===== config.mk =====
export PLATFORM = sky130hd
export DESIGN_NAME = start_trig_cond
export DESIGN_NICKNAME = d
export VERILOG_FILES = /design/src/rtl/start_trig_cond.sv
export SDC_FILE = /design/constraint.sdc
export NUM_CORES = 1
export LEC_CHECK = 0
export ABC_CLOCK_PERIOD_IN_PS = 5600
export BUFFER_PORTS_ARGS = -buffer_cell sky130_fd_sc_hd__buf_2
export CAP_MARGIN = 20
export CORE_ASPECT_RATIO = 0.8
export CORE_MARGIN = 2
export CORE_UTILIZATION = 29
export DETAILED_ROUTE_END_ITERATION = 12
export SLEW_MARGIN = 30
export SYNTH_ARGS = -nofsm -noshare
export SYNTH_HDL_FRONTEND = slang
export SYNTH_SLANG_ARGS = --single-unit

===== constraint.sdc =====
create_clock -name clk -period 5.6 [get_ports clk]
set_clock_uncertainty 0.2 [all_clocks]
set_input_delay 0.56 -clock clk [delete_from_list [all_inputs] [get_ports clk]]
set_output_delay 0.56 -clock clk [all_outputs]
set_load 0.005 [all_outputs]

===== src/rtl/start_trig_cond.sv =====
module start_trig_cond #(
  parameter int N_LINES     = 12,
  parameter int SEL_W       = 4,
  parameter int SYNC_STAGES = 2,
  parameter int MIN_HIGH    = 3,
  parameter int EXP_DELAY   = 6,
  parameter int EXP_WIDTH   = 16,
  parameter int N_DEST      = 9
) (
  input  logic               clk,
  input  logic               rst_n,
  input  logic               arm,
  input  logic [N_LINES-1:0] trig_in,
  input  logic [SEL_W-1:0]   src_sel,
  input  logic               sw_trig,
  input  logic               exp_en,
  input  logic [SEL_W-1:0]   exp_dst,
  output logic               start_o,
  output logic [N_DEST-1:0]  exp_o
);

  localparam logic [SEL_W-1:0] SRC_IMM   = SEL_W'(0);
  localparam logic [SEL_W-1:0] SRC_SW    = SEL_W'(1);
  localparam logic [SEL_W-1:0] SRC_LINE0 = SEL_W'(2);
  localparam int CNT_W = $clog2(MIN_HIGH + 1);
  localparam int ST_W  = $clog2(EXP_WIDTH + 1);

  logic [SYNC_STAGES-1:0][N_LINES-1:0] sync_q;
  logic [N_LINES-1:0] trig_s;
  logic [SEL_W-1:0]   src_q;
  logic [SEL_W-1:0]   line_idx;
  logic               line_ok;
  logic               sel_lvl;
  logic               src_chg;
  logic [CNT_W-1:0]   hi_cnt;
  logic               edge_ok;
  logic               fired_q;
  logic [EXP_DELAY-1:0] dly_q;
  logic [ST_W-1:0]    st_cnt;
  logic               busy;
  logic               exp_active;
  logic               take_imm;
  logic               take_trg;
  logic               take;

  always_ff @(posedge clk or negedge rst_n)
    if (!rst_n) sync_q <= '0;
    else        sync_q <= {sync_q[SYNC_STAGES-2:0], trig_in};

  assign trig_s = sync_q[SYNC_STAGES-1];

  always_ff @(posedge clk or negedge rst_n)
    if (!rst_n)    src_q <= SRC_IMM;
    else if (!arm) src_q <= src_sel;

  assign src_chg  = !arm && (src_sel != src_q);
  assign line_idx = src_q - SRC_LINE0;
  assign line_ok  = (src_q >= SRC_LINE0) && (32'(line_idx) < N_LINES);

  always_comb begin
    sel_lvl = 1'b0;
    for (int i = 0; i < N_LINES; i++)
      if (line_ok && 32'(line_idx) == i && trig_s[i]) sel_lvl = 1'b1;
  end

  always_ff @(posedge clk or negedge rst_n)
    if (!rst_n)                          hi_cnt <= '0;
    else if (src_chg || !sel_lvl)        hi_cnt <= '0;
    else if (hi_cnt != CNT_W'(MIN_HIGH)) hi_cnt <= hi_cnt + 1'b1;

  assign edge_ok = sel_lvl && !src_chg && (hi_cnt == CNT_W'(MIN_HIGH - 1));

  assign busy       = (|dly_q) || (st_cnt != '0);
  assign exp_active = (st_cnt != '0);

  assign take_imm = arm && !fired_q && (src_q == SRC_IMM);
  assign take_trg = arm && !fired_q && !busy &&
                    (((src_q == SRC_SW) && sw_trig) || (line_ok && edge_ok));
  assign take     = take_imm || take_trg;

  always_ff @(posedge clk or negedge rst_n)
    if (!rst_n)    fired_q <= 1'b0;
    else if (!arm) fired_q <= 1'b0;
    else if (take) fired_q <= 1'b1;

  always_ff @(posedge clk or negedge rst_n)
    if (!rst_n) start_o <= 1'b0;
    else        start_o <= take;

  always_ff @(posedge clk or negedge rst_n)
    if (!rst_n) dly_q <= '0;
    else        dly_q <= {dly_q[EXP_DELAY-2:0], take_trg};

  always_ff @(posedge clk or negedge rst_n)
    if (!rst_n)                   st_cnt <= '0;
    else if (dly_q[EXP_DELAY-1])  st_cnt <= ST_W'(EXP_WIDTH);
    else if (st_cnt != '0)        st_cnt <= st_cnt - 1'b1;

  always_comb
    for (int d = 0; d < N_DEST; d++)
      exp_o[d] = exp_active && exp_en && (32'(exp_dst) == d);

  // a start event never lasts more than one cycle
  p_start_single_r7: assert property (@(posedge clk) disable iff (!rst_n)
    start_o |=> !start_o);

  // a start needs arm sampled high at the edge that produced it
  p_start_needs_arm_r11: assert property (@(posedge clk) disable iff (!rst_n)
    start_o |-> $past(arm));

  // at most one export line at a time
  p_exp_onehot_r9: assert property (@(posedge clk) disable iff (!rst_n)
    $onehot0(exp_o));

  // the export stretch begins only from the end of the delay line
  p_exp_launch_r9: assert property (@(posedge clk) disable iff (!rst_n)
    $rose(exp_active) |-> $past(dly_q[EXP_DELAY-1]));

  // a triggered start is never taken while an export is in flight
  p_busy_block_r10: assert property (@(posedge clk) disable iff (!rst_n)
    (start_o && src_q != SRC_IMM) |-> $past(!busy));

  // the captured source holds while armed
  p_src_hold_r8: assert property (@(posedge clk) disable iff (!rst_n)
    (arm && $past(arm)) |-> $stable(src_q));

endmodule


Yosys cells after proc, flatten, opt, wreduce, memory -nomap -nowiden
Cells that the tools add are included.
- add/sub/neg operators: 3
- order comparisons: 2
- equality and inequality tests: 24
- muxes and demuxes: 18
- reduce and logical (&&, ||, !) cells: 60
- operators by type and width (operator ; number):
    logical AND 1 bit ; 44
    == test 4 x 3 -> 1 bit, second input constant ; 8
    == test 4 bit, second input constant ; 5
    == test 4 x 2 -> 1 bit, second input constant ; 4
    two-way mux 1 bit ; 14
    == test 4 x 1 -> 1 bit, second input constant ; 3
    logical NOT 4 bit ; 3
    two-way mux 5 bit ; 2
    OR reduction 6 bit ; 1
    logical NOT 1 bit ; 5
    nonzero test 5 bit ; 1
    subtractor 5 x 1 -> 5 bit, second input constant ; 1
    greater-or-equal comparator 4 x 2 -> 1 bit, second input constant ; 1
    logical OR 1 bit ; 4
    less-than comparator 4 bit, second input constant ; 1
    two-way mux 2 bit ; 2
    inequality test 4 bit ; 1
    nonzero test 2 bit ; 2
    subtractor 4 x 2 -> 4 bit, second input constant ; 1
    adder 2 x 1 -> 2 bit, second input constant ; 1
    == test 2 bit, second input constant ; 1
    inequality test 2 x 1 -> 1 bit, second input constant ; 1
    inequality test 2 bit, second input constant ; 1
- register bits: 43
- bits of input ports: 25
- output and inout bits: 10
- word-level logic and storage cells: 115

Depth between registers and ports, before layout
Gate-level depths: netlist of run 1.
- depth after elaboration: 25
- depth in mapped cells: 8
- depth with buffers taken out: 7

Worst setup path after synthesis of run 1
OpenSTA, ideal clock, no wires.
- path type: register to output
- start: register st_cnt[0]
- end: output exp_o[8]
- arrival time: 1416 ps
- data required time: 4840 ps
- setup slack: 3424 ps
- cell stages (with the launch flop): 7
- path buffers: 0
- cells stage by stage: dfrtp_1 inv_1 ha_1 nand3b_1 nand2_1 or3_1 nor3b_1
- word-level cells in the longest chain between the ends: 3
- RTL lines (element ; line ; text):
    start, declared ; 39 ; logic [ST_W-1:0] st_cnt;
    start signal, assigned ; 96 ; else if (dly_q[EXP_DELAY-1]) st_cnt <= ST_W'(EXP_WIDTH);
    start signal, assigned ; 97 ; else if (st_cnt != '0) st_cnt <= st_cnt - 1'b1;
    nonzero test 5 bit ; 74 ; assign exp_active = (st_cnt != '0);
    logical AND 1 bit (2 in series) ; 101 ; exp_o[d] = exp_active && exp_en && (32'(exp_dst) == d);
    end, declared ; 19 ; output logic [N_DEST-1:0] exp_o
No other way between the ends.

Worst setup path after layout of run 1
Ends and elaborated chain as after synthesis.

==> results of run 1 <==
[through the flow]
stage	cells	hold slack, ns	util [%]
floorplan	135	0.06441	-
global placement	247	0.1349	33.87
detailed placement	247	0.1355	33.87
CTS	255	0.1483	35.87
global route	255	0.06406	35.91
finish	255	0.02733	35.91
[cells by family after synthesis]
group / Yosys count
adder cells (fa/ha/maj): 6
multiplexers: 8
AND/OR/NAND/NOR: 45
buffers and inverters: 10
flip-flops: 43
XOR/XNOR: 8
AO/OA/AOI/OAI: 15
[state kept, by name, indices dropped and copies added (netlist names)]
| register | cells |
|---|---|
| sync_q | 12 |
| trig_s | 12 |
| dly_q | 6 |
| st_cnt | 5 |
| src_q | 4 |
| hi_cnt | 2 |
| fired_q | 1 |
| start_o | 1 |
[layer usage]
layer | vias to the layer above | GRT usage (%)
met2 | 23 | 14.87
met4 | 0 | 5.641
met1 | 546 | 11.48
li1 | 547 | -
met3 | 7 | 3.822
met5 | - | 0
[power breakdown]
part | internal [mW] | switching [mW] | total [mW]
combinational | 0.0653 | 0.0671 | 0.132
clock | 0.135 | 0.113 | 0.248
sequential | 0.344 | 0.0266 | 0.371
total | 0.544 | 0.207 | 0.751
[Yosys cell counts]
library cell,n,area (um^2)
o31ai_1,1,7.510
nand3_1,5,25.02
xor2_1,2,17.52
buf_2,1,5.000
and2_1,2,12.51
nand2_1,8,30.03
nor4_1,3,18.77
mux4_2,1,22.52
inv_1,7,26.28
nand3b_1,2,15.01
a31oi_1,1,6.260
a211oi_1,1,7.510
mux2_2,7,78.83
or2b_1,1,7.510
xnor2_1,6,52.55
a2111oi_0,2,17.52
ha_1,6,75.07
a21oi_1,5,25.02
a221oi_2,1,15.01
nand3_2,1,10.01
nor4b_1,2,17.52
o21ai_0,1,5.000
a41oi_1,1,8.760
nand2b_1,1,6.260
nor3b_1,2,15.01
nor2_1,12,45.04
buf_6,1,11.26
clkbuf_1,1,3.750
dfrtp_1,43,1076
nor3_1,5,25.02
or3_1,1,6.260
a2111oi_2,1,15.01
o32ai_1,1,8.760
[how the worst max path moves through the flow]
stage                         start        to  slack, ns
after floorplan           st_cnt[0]  exp_o[8]       3.42
after detailed placement  st_cnt[0]  exp_o[8]       3.25
final                     st_cnt[0]  exp_o[8]       2.91
after global placement    st_cnt[0]  exp_o[8]       3.28
after CTS                 st_cnt[0]  exp_o[8]       2.90
after global routing      st_cnt[0]  exp_o[8]       2.74
[worst reg2reg max path: stages (launching register included)]
cell and delay, ns:
dfrtp_1 0.54, inv_1 0.13, ha_1 0.36, a2111oi_0 0.10
a2111oi_2 0.43, nand3_2 0.17, a221oi_2 0.25
[cell type report]
| cell class | count | share of cell area (%) |
|---|---|---|
| clock inverters | 3 | 2.275 |
| clock buffers | 5 | 3.293 |
| multi-input cells | 82 | 28.56 |
| repair buffers | 34 | 8.264 |
| inverters | 7 | 1.257 |
| well taps | 81 | 4.850 |
| flip-flops and latches | 43 | 51.50 |
==> out/results.tsv, run 1 <==
stage	metric	value	unit
setup_path	crit_family	simple AND/OR/NAND/NOR gates	
yosys	synth_fa_ha_area_share	4.367	%
die	dieHeight	72.87	um
place	finalWeightedCongestion	0.6998	
place	port_buffers	34	
place	place_ws	3.245	ns
yosys	yosysSeqAreaShare	62.59	%
clock_tree	cts_hold_buf	0	
setup_path	worstPathArrival	1.93	ns
sta	worst_pin_slew	0.6162	ns
die	core_region_area	0.005818	mm^2
die	std_cell_rows	25	
setup_path	end_kind	output pin	
setup_path	regToRegEndpoint	fired_q	
sta	rsz0062_at_grt	false	
die	ios	35	
setup_path	critPathKind	reg2out	
cells_and_area	nNetsFinal	204	
yosys	ys_types	33	
detailed_routing	routed.top_layer	met4	
sta	min_period_over_period	47.98	%
detailed_routing	met2_length	1320	um
cells_and_area	regArea	0.001076	mm^2
detailed_routing	drc	0	
clock_tree	post_cts_buffers	0	
detailed_routing	wl_per_cell	11.12	um
pwr	total_power	751.4	uW
clock_tree	cts-resized-gates	0	
cells_and_area	nFillCells	615	
clock_tree	ctsLongestPathBuffers	2	
yosys	synthCells	135	
setup_path	crit_fanout	5	
cells_and_area	antennaDiodeCount	0	
setup_path	cp_cell_sequence	inv_1 -> ha_1 -> nand3b_1 -> nand2_1 -> or3_1 -> nor3b_1 -> buf_2	
cells_and_area	areaGrowthSynthToFinish	21.54	%
sta	post-route-min-period	2.687	ns
grt	grt_pass1_vias	1085	
detailed_routing	wirelength	2835	um
place	dp_hpwl	2028	um
sta	timing.final.ws_setup	2.913	ns
clock_tree	htree_levels	2	
detailed_routing	via_per_inst	4.404	
sta	drv_slew	0	
detailed_routing	ant_nets	0	
yosys	synth_xor_area_share	4.076	%
yosys	synthMuxAreaShare	5.895	%
pwr	peakVddDrop	0.1553	mV
clock_tree	cts_made_buffers	5	
place	postPlaceCellArea	0.001971	mm^2
sta	setup_viol	0	
detailed_routing	wl_met3	134	um
yosys	ys_seq_elements	43	
hold_path	hp-class	in2async	
setup_path	critPathLaunchType	register	
sta	max_slew_margin	58.60	%
cells_and_area	layout.cells.most_common	dfrtp_1	
clock_tree	tritoncts	yes	
clock_tree	clk_pin_slew	0.08	ns
yosys	syn_avg_cell_area	12.73	um^2
clock_tree	clk-insertion-delay-late	0.30	ns
grt	grt-ovfl-total	0	
setup_path	slowest_delay	0.36	ns
grt	grt_pass1_wl	4795	um
outcome	outcome	finished, final reports clean	
grt	grt_max_degree	44	
yosys	syn_area	0.001719	mm^2
yosys	yosys.area_share.simple	13.61	%
cells_and_area	drive_gt1_share	30.46	%
setup_path	cp_num_buf_inv	2	
yosys	synth_compound_area_share	6.769	%
yosys	synth_top_family_by_area	simple AND/OR/NAND/NOR gates	
cells_and_area	layout_common_cells	dfrtp_1 (43), buf_2 (33), nor2_1 (12)	
clock_tree	root_buffer	clkbuf_8	
clock_tree	cts_sinks	43	
run	maxCapViolCount	0	
setup_path	r2r_cells	6	
detailed_routing	drt_pass1_iterations	2	
cells_and_area	multi_input_area	596.8	um^2
setup_path	cpMaxStageDelayCell	or3_1	
sta	finalHoldViolations	0	
setup_path	critical_path_depth	7	
detailed_routing	m1WireLength	1311	um
grt	antenna_found_initial	0	
yosys	ys_warn_count	0	
sta	fmaxAchievable	372.2	MHz
die	die_x	90.08	um
grt	grtUsageTotal	9.589	%
detailed_routing	vias	1123	
pwr	p_per_area	359.6	mW/mm^2
cells_and_area	postLayoutCellArea	0.002090	mm^2
pwr	p_leak	0.9604	nW
die	initial_core_util	29.55	%
setup_path	r2r-start	src_q[1]	
setup_path	cp.required	4.84	ns
yosys	syn-num-nets	166	
die	die_area	0.006564	mm^2
detailed_routing	initialDrtViolationCount	18	
sta	setup_tns	0	ns
setup_path	r2r_setup_slack	3.34	ns
(Power assumes the default switching activity.)
==> run 2: changes to the inputs <==
Settings changed: ABC_CLOCK_PERIOD_IN_PS 5600 to 2800.
Clock period 5.6 ns to 2.8 ns, I/O delays scaled along.
==> run 2 against run 1 <==
Combinational power rose by 120%. Flip-flop and latch count stayed put. Total power rose by 100%. Core utilization grew 2.2 points. Sequential share of layout area is 3.0 points lower. Final cell count grew 5.1%. Count of clock-buffer cells in the layout is the same. First-iteration DRC count grew to 3.3 times the previous value. Via count up 2.7%. Clock power increased by 96%.
==> out/results.tsv, run 2 (synthesis results as in run 1) <==
stage	metric	value	unit	change
outcome	outcome	finished, final reports clean		unchanged
clock_tree	cts_sinks	43		unchanged
sta	post-route-min-period	2.435	ns	
die	std_cell_rows	25		unchanged
clock_tree	root_buffer	clkbuf_8		unchanged
clock_tree	clk_pin_slew	0.08	ns	about the same
die	die_x	90.08	um	unchanged
clock_tree	htree_levels	2		unchanged
sta	setup_viol	0		unchanged
cells_and_area	layout_common_cells	dfrtp_1 (43), buf_2 (33), dlygate4sd3_1 (13)		was dfrtp_1 (43), buf_2 (33), nor2_1 (12)
hold_path	hp-start	src_sel[2]		
grt	grtUsageTotal	9.875	%	was 9.589%
sta	setup_tns	0	ns	unchanged
sta	min_period_over_period	86.95	%	
place	dp_hpwl	2094	um	was 2028 um
sta	timing.final.ws_setup	0.3653	ns	was 2.913 ns
detailed_routing	initialDrtViolationCount	60		was 18
grt	antenna_found_initial	0		unchanged
clock_tree	tritoncts	yes		unchanged
detailed_routing	drc	0		unchanged
die	ios	35		unchanged
setup_path	cp-endpoint	exp_o[8]		unchanged
detailed_routing	via_per_inst	4.302		was 4.404
hold_path	hp-class	in2reg		was in2async
detailed_routing	wl_per_cell	11.02	um	was 11.12 um
setup_path	end_kind	output pin		unchanged
grt	grt-ovfl-total	0		unchanged
die	dieHeight	72.87	um	unchanged
grt	grt_max_degree	44		unchanged
run	maxCapViolCount	0		unchanged
clock_tree	clk-insertion-delay-late	0.29	ns	was 0.30 ns
setup_path	critPathLaunchType	register		unchanged
clock_tree	cts-resized-gates	0		unchanged
cells_and_area	antennaDiodeCount	0		unchanged
clock_tree	cts_made_buffers	5		unchanged
pwr	peakVddDrop	0.4339	mV	was 0.1553 mV
sta	fmaxAchievable	410.7	MHz	
grt	grt_pass1_wl	5071	um	was 4795 um
clock_tree	cts_hold_buf	13		was 0
cells_and_area	layout.cells.most_common	dfrtp_1		unchanged
pwr	p_leak	1.011	nW	was 0.9604 nW
setup_path	r2r_setup_slack	0.54	ns	was 3.34 ns
cells_and_area	drive_gt1_share	28.34	%	was 30.46%
clock_tree	ctsLongestPathBuffers	2		unchanged
setup_path	worstPathArrival	1.95	ns	was 1.93 ns
cells_and_area	nNetsFinal	217		was 204
die	core_region_area	0.005818	mm^2	unchanged
sta	max_slew_margin	59.26	%	was 58.60%
setup_path	critPathKind	reg2out		unchanged
setup_path	r2r_cells	6		unchanged
detailed_routing	ant_nets	0		unchanged
sta	rsz0062_at_grt	false		unchanged
die	die_area	0.006564	mm^2	unchanged
sta	worst_pin_slew	0.6065	ns	was 0.6162 ns
pwr	p_per_area	681.8	mW/mm^2	was 359.6 mW/mm^2
setup_path	regToRegEndpoint	fired_q		unchanged
place	port_buffers	34		unchanged
place	place_ws	0.5369	ns	was 3.245 ns
detailed_routing	vias	1153		was 1123
detailed_routing	drt_pass1_iterations	4		was 2
setup_path	crit_fanout	5		unchanged
die	initial_core_util	29.55	%	unchanged
setup_path	cp.required	2.32	ns	was 4.84 ns
sta	drv_slew	0		unchanged
detailed_routing	wirelength	2953	um	was 2835 um
grt	grt_pass1_vias	1161		was 1085
setup_path	cp-startpoint	st_cnt[1]		was st_cnt[0]
setup_path	r2r-start	src_q[1]		unchanged
clock_tree	post_cts_buffers	0		unchanged
place	finalWeightedCongestion	0.7749		was 0.6998
cells_and_area	final_core_util	38.13	%	was 35.91%
sta	finalHoldViolations	0		unchanged
cells_and_area	areaGrowthSynthToFinish	29.04	%	was 21.54%
-- run 2: power breakdown --
group / switching (mW) / leakage [nW] / internal, mW
Sequential: 0.0542 / 0.524 / 0.688
Clock: 0.217 / 0.0548 / 0.269
Combinational: 0.142 / 0.431 / 0.144
-- run 2: worst max-delay path, cell delays in order (launching register included) --
cell,delay [ns]
dfrtp_1,0.38
inv_1,0.08
ha_1,0.21
nand3b_1,0.18
nand2_1,0.11
or3_1,0.36
nor3b_1,0.21
buf_2,0.14
-- run 2: worst min path at each step --
stage	cells past startpoint	to	slack, ns
2_1_floorplan	0	dly_q[0]	-0.22
3_3_place_gp	0	trig_s[11]	0.13
3_5_place_dp	0	trig_s[10]	0.13
4_1_cts	2	src_q[2]	0.04
5_1_grt	2	src_q[3]	0.04
6_report	2	src_q[2]	0.05
-- run 2: routing by layer --
| layer | track usage, % | share of wire [%] |
|---|---|---|
| met1 | 12.31 | 48 |
| met2 | 15.87 | 47 |
| met3 | 3.202 | 3.8 |
| met4 | 4.615 | 1.6 |
| met5 | 0 | 0 |
-- run 2: final cells by class --
cell class                      instances  area [um^2]
Clock buffer                            5        68.82
Sequential cell                        43         1076
Tap cell                               81        101.3
Clock inverter                          3        46.29
Inverter                                7        26.28
Fill cell                             586         3600
Multi-Input combinational cell         82        596.8
Timing Repair Buffer                   47        302.8
-- run 2: metrics by stage --
stage / area, um^2 / hold slack (ns) / instances / power, mW
2_1_floorplan: 1719 / -0.2156 / 135 / 0.9450
3_3_place_gp: 1971 / 0.1332 / 247 / 1.016
3_5_place_dp: 1971 / 0.1347 / 247 / 1.030
4_1_cts: 2216 / 0.03665 / 268 / 1.533
5_1_grt: 2218 / 0.04126 / 268 / 1.608
6_report: 2218 / 0.04560 / 268 / 1.512
